## src/rtl/csr_scan_pkg.sv

```systemverilog
package csr_scan_pkg;
    localparam int DW        = 32;
    localparam int BLKW      = 128;
    localparam int WPB       = BLKW / DW;
    localparam int NBLK      = 5;
    localparam int NFLAG     = 6;
    localparam int AW        = 5;
    localparam int STAT_ADDR = NBLK * WPB;
    localparam int NWORDS    = STAT_ADDR + 1;
    localparam int CHAIN_LEN = NBLK * BLKW + NFLAG;

    // status bit positions (also chain stages 0..5)
    localparam int F_KDONE = 0;
    localparam int F_EDONE = 1;
    localparam int F_DDONE = 2;
    localparam int F_SKEY  = 3;
    localparam int F_SENC  = 4;
    localparam int F_SDEC  = 5;

    localparam logic [CHAIN_LEN-1:0] DEF_INV_MASK = {2'b10, {92{7'b0010011}}};

    typedef struct packed {
        logic [BLKW-1:0]  key;
        logic [BLKW-1:0]  enc_in;
        logic [BLKW-1:0]  dec_in;
        logic [BLKW-1:0]  enc_out;
        logic [BLKW-1:0]  dec_out;
        logic [NFLAG-1:0] flags;
        logic [DW-1:0]    rdata;
    } csr_state_t;
endpackage

```

## src/rtl/csr_wr_decode.sv

```systemverilog
module csr_wr_decode #(
    parameter int NW = 21,
    parameter int AW = 5
) (
    input  logic          en,
    input  logic          wr,
    input  logic          blocked,
    input  logic [AW-1:0] addr,
    output logic [NW-1:0] stb
);
    for (genvar i = 0; i < NW; i++) begin : g_stb
        assign stb[i] = en && wr && !blocked && (addr == AW'(i));
    end
endmodule

```

## src/rtl/csr_rd_mux.sv

```systemverilog
module csr_rd_mux #(
    parameter int NW = 21,
    parameter int DW = 32,
    parameter int AW = 5
) (
    input  logic [NW-1:0][DW-1:0] words,
    input  logic [AW-1:0]         addr,
    output logic [DW-1:0]         word
);
    always_comb begin
        word = '0;
        for (int i = 0; i < NW; i++) begin
            if (addr == AW'(i)) word = words[i];
        end
    end
endmodule

```

## src/rtl/csr_scan_shift.sv

```systemverilog
module csr_scan_shift #(
    parameter int                LEN  = 646,
    parameter logic [LEN-1:0]    MASK = '0
) (
    input  logic [LEN-1:0] cur,
    input  logic           sin,
    output logic [LEN-1:0] nxt
);
    for (genvar i = 0; i < LEN; i++) begin : g_stage
        logic feed;
        if (i == LEN - 1) begin : g_head
            assign feed = sin;
        end else begin : g_body
            assign feed = cur[i+1];
        end
        if (MASK[i]) begin : g_inv
            assign nxt[i] = ~feed;
        end else begin : g_pass
            assign nxt[i] = feed;
        end
    end
endmodule

```

## src/rtl/crypto_scan_regfile.sv

```systemverilog
module crypto_scan_regfile
    import csr_scan_pkg::*;
#(
    parameter logic [CHAIN_LEN-1:0] INV_MASK = DEF_INV_MASK
) (
    input  logic            clk,
    input  logic            rst_n,
    input  logic            bus_en,
    input  logic            bus_wr,
    input  logic [AW-1:0]   bus_addr,
    input  logic [DW-1:0]   bus_wdata,
    output logic [DW-1:0]   bus_rdata,
    output logic [BLKW-1:0] cipher_key,
    output logic [BLKW-1:0] enc_src,
    output logic [BLKW-1:0] dec_src,
    output logic [2:0]      go_req,
    input  logic [BLKW-1:0] enc_res,
    input  logic [BLKW-1:0] dec_res,
    input  logic [2:0]      eng_done,
    input  logic            scan_en,
    input  logic            scan_in,
    output logic            scan_out
);
    csr_state_t q, d;

    logic [NWORDS-1:0]        wr_stb;
    logic [NWORDS-1:0][DW-1:0] words;
    logic [DW-1:0]            rd_word;
    logic [CHAIN_LEN-1:0]     chain_cur;
    logic [CHAIN_LEN-1:0]     chain_nxt;

    assign chain_cur = {q.key, q.enc_in, q.dec_in, q.enc_out, q.dec_out, q.flags};

    for (genvar i = 0; i < WPB; i++) begin : g_words
        assign words[i]         = q.key[i*DW +: DW];
        assign words[WPB+i]     = q.enc_in[i*DW +: DW];
        assign words[2*WPB+i]   = q.enc_out[i*DW +: DW];
        assign words[3*WPB+i]   = q.dec_in[i*DW +: DW];
        assign words[4*WPB+i]   = q.dec_out[i*DW +: DW];
    end
    assign words[STAT_ADDR] = DW'(q.flags);

    csr_wr_decode #(.NW(NWORDS), .AW(AW)) u_dec (
        .en(bus_en), .wr(bus_wr), .blocked(scan_en), .addr(bus_addr), .stb(wr_stb)
    );

    csr_rd_mux #(.NW(NWORDS), .DW(DW), .AW(AW)) u_rd (
        .words(words), .addr(bus_addr), .word(rd_word)
    );

    csr_scan_shift #(.LEN(CHAIN_LEN), .MASK(INV_MASK)) u_shift (
        .cur(chain_cur), .sin(scan_in), .nxt(chain_nxt)
    );

    always_comb begin
        d = q;
        if (scan_en) begin
            {d.key, d.enc_in, d.dec_in, d.enc_out, d.dec_out, d.flags} = chain_nxt;
        end else begin
            for (int i = 0; i < WPB; i++) begin
                if (wr_stb[i])         d.key[i*DW +: DW]    = bus_wdata;
                if (wr_stb[WPB+i])     d.enc_in[i*DW +: DW] = bus_wdata;
                if (wr_stb[3*WPB+i])   d.dec_in[i*DW +: DW] = bus_wdata;
            end
            if (wr_stb[STAT_ADDR]) d.flags[F_SDEC:F_SKEY] = bus_wdata[F_SDEC:F_SKEY];
            d.enc_out = enc_res;
            d.dec_out = dec_res;
            d.flags[F_DDONE:F_KDONE] = eng_done;
        end
        if (bus_en && !bus_wr) d.rdata = rd_word;
    end

    always_ff @(posedge clk or negedge rst_n) begin
        if (!rst_n) q <= '0;
        else        q <= d;
    end

    assign bus_rdata  = q.rdata;
    assign cipher_key = q.key;
    assign enc_src    = q.enc_in;
    assign dec_src    = q.dec_in;
    assign go_req     = q.flags[F_SDEC:F_SKEY];
    assign scan_out   = q.flags[F_KDONE];

    AST_SCAN_ENTRY: assert property (@(posedge clk) disable iff (!rst_n)
        scan_en |=> (cipher_key[BLKW-1] == ($past(scan_in) ^ INV_MASK[CHAIN_LEN-1])));
    AST_SCAN_ADVANCE: assert property (@(posedge clk) disable iff (!rst_n)
        scan_en |=> (scan_out == ($past(chain_cur[1]) ^ INV_MASK[0])));
    AST_RES_CAPTURE: assert property (@(posedge clk) disable iff (!rst_n)
        !scan_en |=> (q.enc_out == $past(enc_res)) && (q.dec_out == $past(dec_res)));
    AST_DONE_CAPTURE: assert property (@(posedge clk) disable iff (!rst_n)
        !scan_en |=> (q.flags[F_DDONE:F_KDONE] == $past(eng_done)));
    AST_HIGH_ADDR_ZERO: assert property (@(posedge clk) disable iff (!rst_n)
        (bus_en && !bus_wr && (bus_addr >= AW'(NWORDS))) |=> (bus_rdata == '0));
    AST_KEY_STABLE: assert property (@(posedge clk) disable iff (!rst_n)
        (!scan_en && !(bus_en && bus_wr && (bus_addr < AW'(WPB)))) |=> $stable(cipher_key));
    AST_RDATA_HOLD: assert property (@(posedge clk) disable iff (!rst_n)
        !(bus_en && !bus_wr) |=> $stable(bus_rdata));
endmodule

```

## config.mk

```make
export PLATFORM = sky130hd
export DESIGN_NAME = crypto_scan_regfile
export DESIGN_NICKNAME = d
export VERILOG_FILES = /design/src/rtl/csr_scan_pkg.sv /design/src/rtl/csr_wr_decode.sv /design/src/rtl/csr_rd_mux.sv /design/src/rtl/csr_scan_shift.sv /design/src/rtl/crypto_scan_regfile.sv
export SDC_FILE = /design/constraint.sdc
export NUM_CORES = 2
export LEC_CHECK = 0
export ABC_AREA = 1
export BUFFER_PORTS_ARGS = -buffer_cell sky130_fd_sc_hd__buf_2
export CAP_MARGIN = 20
export CORE_MARGIN = 3
export CORE_UTILIZATION = 35
export CTS_BUF_LIST = sky130_fd_sc_hd__clkbuf_2 sky130_fd_sc_hd__clkbuf_4 sky130_fd_sc_hd__clkbuf_8
export CTS_CLUSTER_DIAMETER = 30
export DETAILED_ROUTE_END_ITERATION = 8
export PLACE_DENSITY = 0.63
export SLEW_MARGIN = 20
export SYNTH_ARGS = -nofsm -noshare
export SYNTH_HDL_FRONTEND = slang
export SYNTH_SLANG_ARGS = --single-unit
```

## constraint.sdc

```tcl
create_clock -name clk -period 1.8 [get_ports clk]
set_input_delay 0.36 -clock clk [delete_from_list [all_inputs] [get_ports clk]]
set_output_delay 0.36 -clock clk [all_outputs]
set_load 0.02 [all_outputs]
```

[After elaboration in Yosys (flattened, before gate mapping)]
Cells that the tools add are included.
Word-level totals
  input port bits: 302
  bits in registers: 678
  output and inout bits: 420
  word-level logic and storage cells: 381
Operators by class
  multiplexer cells: 35
  eq/ne operators: 20
  reductions and logical operators: 32
  bitwise gates (word level): 277
Operator list (count)
  32-bit 2-to-1 mux: 33
  646-bit 2-to-1 mux: 1
  1-bit NOT: 277
  5-bit by 4-bit == test with 1-bit output, second input constant: 8
  2-bit nonzero test: 13
  5-bit == test, second input constant: 5
  5-bit by 3-bit == test with 1-bit output, second input constant: 4
  1-bit logical AND: 16
  5-bit by 2-bit == test with 1-bit output, second input constant: 2
  5-bit by 1-bit == test with 1-bit output, second input constant: 1
  5-bit logical NOT: 1
  3-bit 2-to-1 mux: 1
  1-bit logical NOT: 2

[Longest topological paths before layout]
  depth in word-level cells: 22
  depth in mapped cells: 18
  depth with buffers taken out: 18

[By module]
Synthesis repeated with hierarchy kept, for this count alone.
Unflattened totals
  cell total of the unflattened synthesis: 5822
  area, all modules: 41153.2 um2
By module, submodules not included
  crypto_scan_regfile: area each 31212.4 um2, seq. area each 16966.3 um2, cells an instance 3771, instances 1
  csr_rd_mux: area each 5874.4 um2, seq. area each 0.0 um2, cells an instance 1353, instances 1
  csr_scan_shift: area each 3809.9 um2, seq. area each 0.0 um2, cells an instance 646, instances 1
  csr_wr_decode: area each 256.5 um2, seq. area each 0.0 um2, cells an instance 52, instances 1

[Least setup slack after synthesis]
OpenSTA, ideal clock, no wires.
  kind: input-to-reg
  from: input bus_addr[4]
  to: register q, in the netlist bus_rdata[12]
  path buffers: 1
  slack: -81 ps
  library setup time: 117 ps
  data arrival time: 1765 ps
  required time: 1683 ps
  stages on the path: 12
  cells stage by stage: inv_1 buf_2 nand2_2 nor2_2 inv_1 or2_2 nand2_1 nand3_1 nand2_1 nand3_1 nand2_1 nand2_1
Between the ends
  cells in the longest elaborated chain, start to end: 22
  elaborated cells on any way between the ends: 42
  those cells by class: 20 x eq/ne; 21 x mux; 1 x reduce/logical
RTL lines
  start: declaration: RTL line crypto_scan_regfile.sv:10  | input logic [AW-1:0] bus_addr,
  5-bit logical NOT: RTL line csr_rd_mux.sv:13  | if (addr == AW'(i)) word = words[i];
  32-bit 2-to-1 mux (20 in a row): RTL line csr_rd_mux.sv:13
  32-bit 2-to-1 mux (*): RTL line csr_rd_mux.sv:13
  end signal: assignment: RTL line crypto_scan_regfile.sv:74  | if (!rst_n) q <= '0;
  end signal: assignment: RTL line crypto_scan_regfile.sv:75  | else q <= d;
  end: declaration: RTL line crypto_scan_regfile.sv:24  | csr_state_t q, d;
Mark *: on every way between the ends. The rest lies on a longest branch, timed or not.
A chain may end at the register's enable or synchronous reset.

[Final worst setup path]
  from: register q, in the netlist cipher_key[91]
  to: register q, in the netlist bus_rdata[27]
Between the ends
  cells in the longest elaborated chain, start to end: 19
RTL lines (RTL line)
  32-bit 2-to-1 mux (19 in a row): csr_rd_mux.sv:13
Every way passes these cells.

==> results.txt <==
For the detailed-route wire length, the log shows 202000 um. The number of port buffers works out to 721. The checks that failed: negative setup slack. The type of the tightest min-delay check was in2reg. The switching share of power was 34.4%. The clock net in this run drives a total of 678 sinks. The tools report the starting density of the core as 35.3%.

The tools report the CTS root buffer as clkbuf_8. The Yosys step of the flow raised 0 warnings. In the final layout, the share of cells above drive strength 1 is 38.5%. The type of origin of the critical path is a flop.

STA puts the critical path data arrival time at 3.39 ns. TritonCTS built the clock tree. The delay of the slowest cell on the worst path works out to 0.43 ns.

The slowest stage of the critical path belongs to the cell dfrtp_1. Headroom to the max-slew limit came out at 45.1%. 722 I/O pins were placed. The H-tree generated during clock tree synthesis spans 4 levels.

Across the run, the number of max-cap violations was 0. The vertical die dimension works out to 321 um. The run gives -0.839 ns as the worst-case setup margin in the final layout. For the largest net degree at the start of global routing, the log shows 86.

The first global-routing pass estimated 281000 um of wire. The final hold violation count was 0. The flow ran to the end, but the final reports show violations. At the end of the flow, the number of nets in the layout was 6055. Setup slack on the worst reg-to-reg path comes out at -0.84 ns.

After synthesis the cells add up to 34800 um^2. Combinational cells account for 31.1% of the total power. The length of the first detailed-routing pass in iterations came out at 8. Using the TritonRoute via totals, the vias-per-cell ratio works out to 5.60. The die covers 103000 um^2. In this run the critical register-to-register path is captured at bus_rdata[27]. Setup violations remaining at the end of the flow were counted as 325. For this run the aggregate overflow at the end of global routing stands at 0.

Number of distinct library cells after synthesis: 30. The tools report the internal power as 38.6 mW. For the worst-skew pair, the clock arrives at the later sink with an insertion delay of 0.89 ns. Routability-driven placement finished with a final weighted congestion of 1.03.

At the pin with the least slew margin, the transition time is 0.820 ns. Traced cell by cell, the critical path runs through nand2_1, nand3_2, o22ai_2, buf_4, nand4_1, nand2_2, nand4_1, nor2_1, buf_4, nand4_1, nand2_2, nand3_2, nand2_1, nand2_1. STA classifies the critical path endpoint as a flop. In the final routed layout, each cell accounts on average for 28.2 um. The tools report the final number of max-transition violations as 0.

The tools report the synthesized instance count as 4309. The synthesis-to-layout area growth works out to 57.9%. The tools report the startpoint of the worst register-to-register path as cipher_key[91]. Maximum VDD drop: 0.000629 V. Synthesis inferred 678 register bits.

Summed over all cells, the static leakage comes to 26.7 nW. In the finished design, the share of the clock period the worst path needs comes to 147%. Derived from the worst setup path, the maximum achievable clock frequency is 379 MHz. The critical path is of the reg2reg type.

The via total after detailed routing was 40200. The switching power is 20.2 mW. On the final layout, the worst clock skew is 0.0682 ns.

The count of unresolved DRC violations after routing is 0. The number of clock buffers added by TritonCTS is 163. At the end of the flow the core is filled with cells to 55.8%. The number of global-route vias before repair came out at 39600.

Power spread over the standard cell area amounts to 1070 nW/um^2. Of all flip-flops after synthesis, the portion carrying an async set or reset was 100%. The run gives 0 as the residual antenna-violating net count after detailed routing.

For the worst setup path, the data required time is 2.55 ns. The share of power burned in the clock network came out at 35.9%. The overall global routing resource usage is 37.9%.

End point of the worst hold path: cipher_key[98]. Along the worst path, the maximum fanout reaches 2. Setup repair after global routing could not meet its margin everywhere.

The synthesized design contains 0 enable-type register cells. The largest buffer count on any clock path came out at 3. The biggest area consumer among synthesized cells was dfrtp_1. The post-DP HPWL is 143000 um, and the clock-pin transition on the worst setup and hold timing paths is 0.06 ns.

The average instance area after synthesis works out to 8.08 um^2. After floorplanning, the core was sized to cover 98600 um^2. Adding up every negative setup slack in the final design gives -38.69 ns. The tools report the initial antenna violation count as 13. The tools report the post-synthesis sequential area ratio as 48.7%.

The top cell type by area accounts for 48.7% of the synthesized area. Sorting the synthesized cells by area gives the leading types as dfrtp_1 (49%), nand2_1 (18%), buf_4 (8.5%). Sequential cells account for 33.0% of the total power.

Row generation in the floorplan step produced 115 rows. The die extent in x was 321 um. In this run the most critical hold path is launched from bus_wdata[2].

The worst register-to-register path has a depth of 14. The run gives 4611 as the net count after synthesis. Count of routing violations after the opening detailed-route iteration: 5479.

Number of stages on the worst hold path: 4. In the synthesized netlist the dominant register cell turns out to be dfrtp_1. The final critical path time including I/O delays and setup came out at 2.64 ns.
-- cells in the mapped netlist, types with 52 or more instances --
master,n
a21oi_1,52
o21ai_0,214
inv_1,268
nand4_1,111
clkbuf_1,235
buf_4,392
dfrtp_1,678
nand2_1,1638
o221ai_1,261
nor2_1,153
o211ai_1,128
nand3_1,54
-- per-layer routing --
metal / vias to the layer above / global-route usage, % / share of wire (%)
li1: 16800 / - / -
met5: - / 0 / 0.0069
met1: 19500 / 44.8 / 35
met2: 3062 / 57.5 / 44
met4: 2 / 26.5 / 8.1
met3: 868 / 13.3 / 12
-- layout make-up --
cell class	instances	area, um^2
fillers	8637	43600
repair buffers	1942	18100
flip-flops and latches	678	17000
multi-input cells	2694	13500
clock buffers	218	2800
well taps	1287	1610
inverters	274	1040
clock inverters	75	917
diodes	6	15.0
-- power groups by stage --
stage	clock network [mW]	logic, mW	registers [mW]
2_1_floorplan	0	6.82	18.9
3_3_place_gp	0	12.2	19.4
3_5_place_dp	0	12.3	19.4
4_1_cts	21.1	17.4	19.2
5_1_grt	21.9	19.0	19.5
6_report	21.1	18.3	19.4
-- worst max-delay path by stage --
stage,from,to,slack [ns],cells past startpoint
3_3_place_gp,bus_addr[4],bus_rdata[22],-1.71,18
5_1_grt,cipher_key[59],bus_rdata[27],-0.75,14
4_1_cts,cipher_key[59],bus_rdata[27],-0.64,14
2_1_floorplan,bus_addr[1],dec_src[22],-0.04,10
3_5_place_dp,bus_addr[4],bus_rdata[22],-1.73,18
6_report,cipher_key[91],bus_rdata[27],-0.84,14
-- stage by stage --
step                      area, um^2  power (mW)  std cells  setup slack (ns)  hold WS (ns)
after floorplan                34900        25.7       4309           -0.0430        0.0644
after global placement         41400        31.6       6223             -1.71         0.252
after detailed placement       41400        31.7       6223             -1.73         0.251
after CTS                      54300        57.7       7104            -0.642      0.000211
after global routing           55000        60.4       7170            -0.751        0.0427
final                          55000        58.8       7174            -0.839        0.0369
-- sequential cells by signal, indices dropped and copies added (netlist names) --
register    cells
cipher_key    128
bus_rdata      32
chain_cur     258
dec_src       128
scan_out        1
go_req          3
enc_src       128
-- cell families (layout without fill, tap and decap cells) --
logic type / Yosys count / in the layout / synth area share, %
AO/OA/AOI/OAI: 668 / 668 / 13.4
buffers and inverters: 937 / 2509 / 14.5
flip-flops: 678 / 678 / 48.7
other: 0 / 6 / 0
AND/OR/NAND/NOR: 2026 / 2026 / 23.4
-- cells in the final DEF (no fill, tap or decap), drive strengths merged --
cell and instances:
a21oi 52, buf 1663, bufinv 16, clkbuf 219, clkinv 34, clkinvlp 15
dfrtp 678, diode 6, dlygate4sd3 278, inv 284, nand2 1641, nand3 54
nand3b 8, nand4 111, nor2 166, nor3 13, o211ai 128, o21ai 220
o221ai 261, o22ai 7, or2 33
-- critical path: cells and delay by family (launching register included) --
family	cells	cell delay [ns]
and+or+nand+nor	11	1.67
DFF	1	0.43
buffers and inverters	2	0.29
AOI/OAI and AO/OA	1	0.12
-- timing repair --
action,4_1_cts,5_1_grt
buffers inserted,337,106
hold buffers,278,0
resized for setup,1293,114
endpoints found under the setup margin,452,388
endpoints found under the hold margin,934,0
pin swaps,108,128
(Power assumes the default switching activity.)
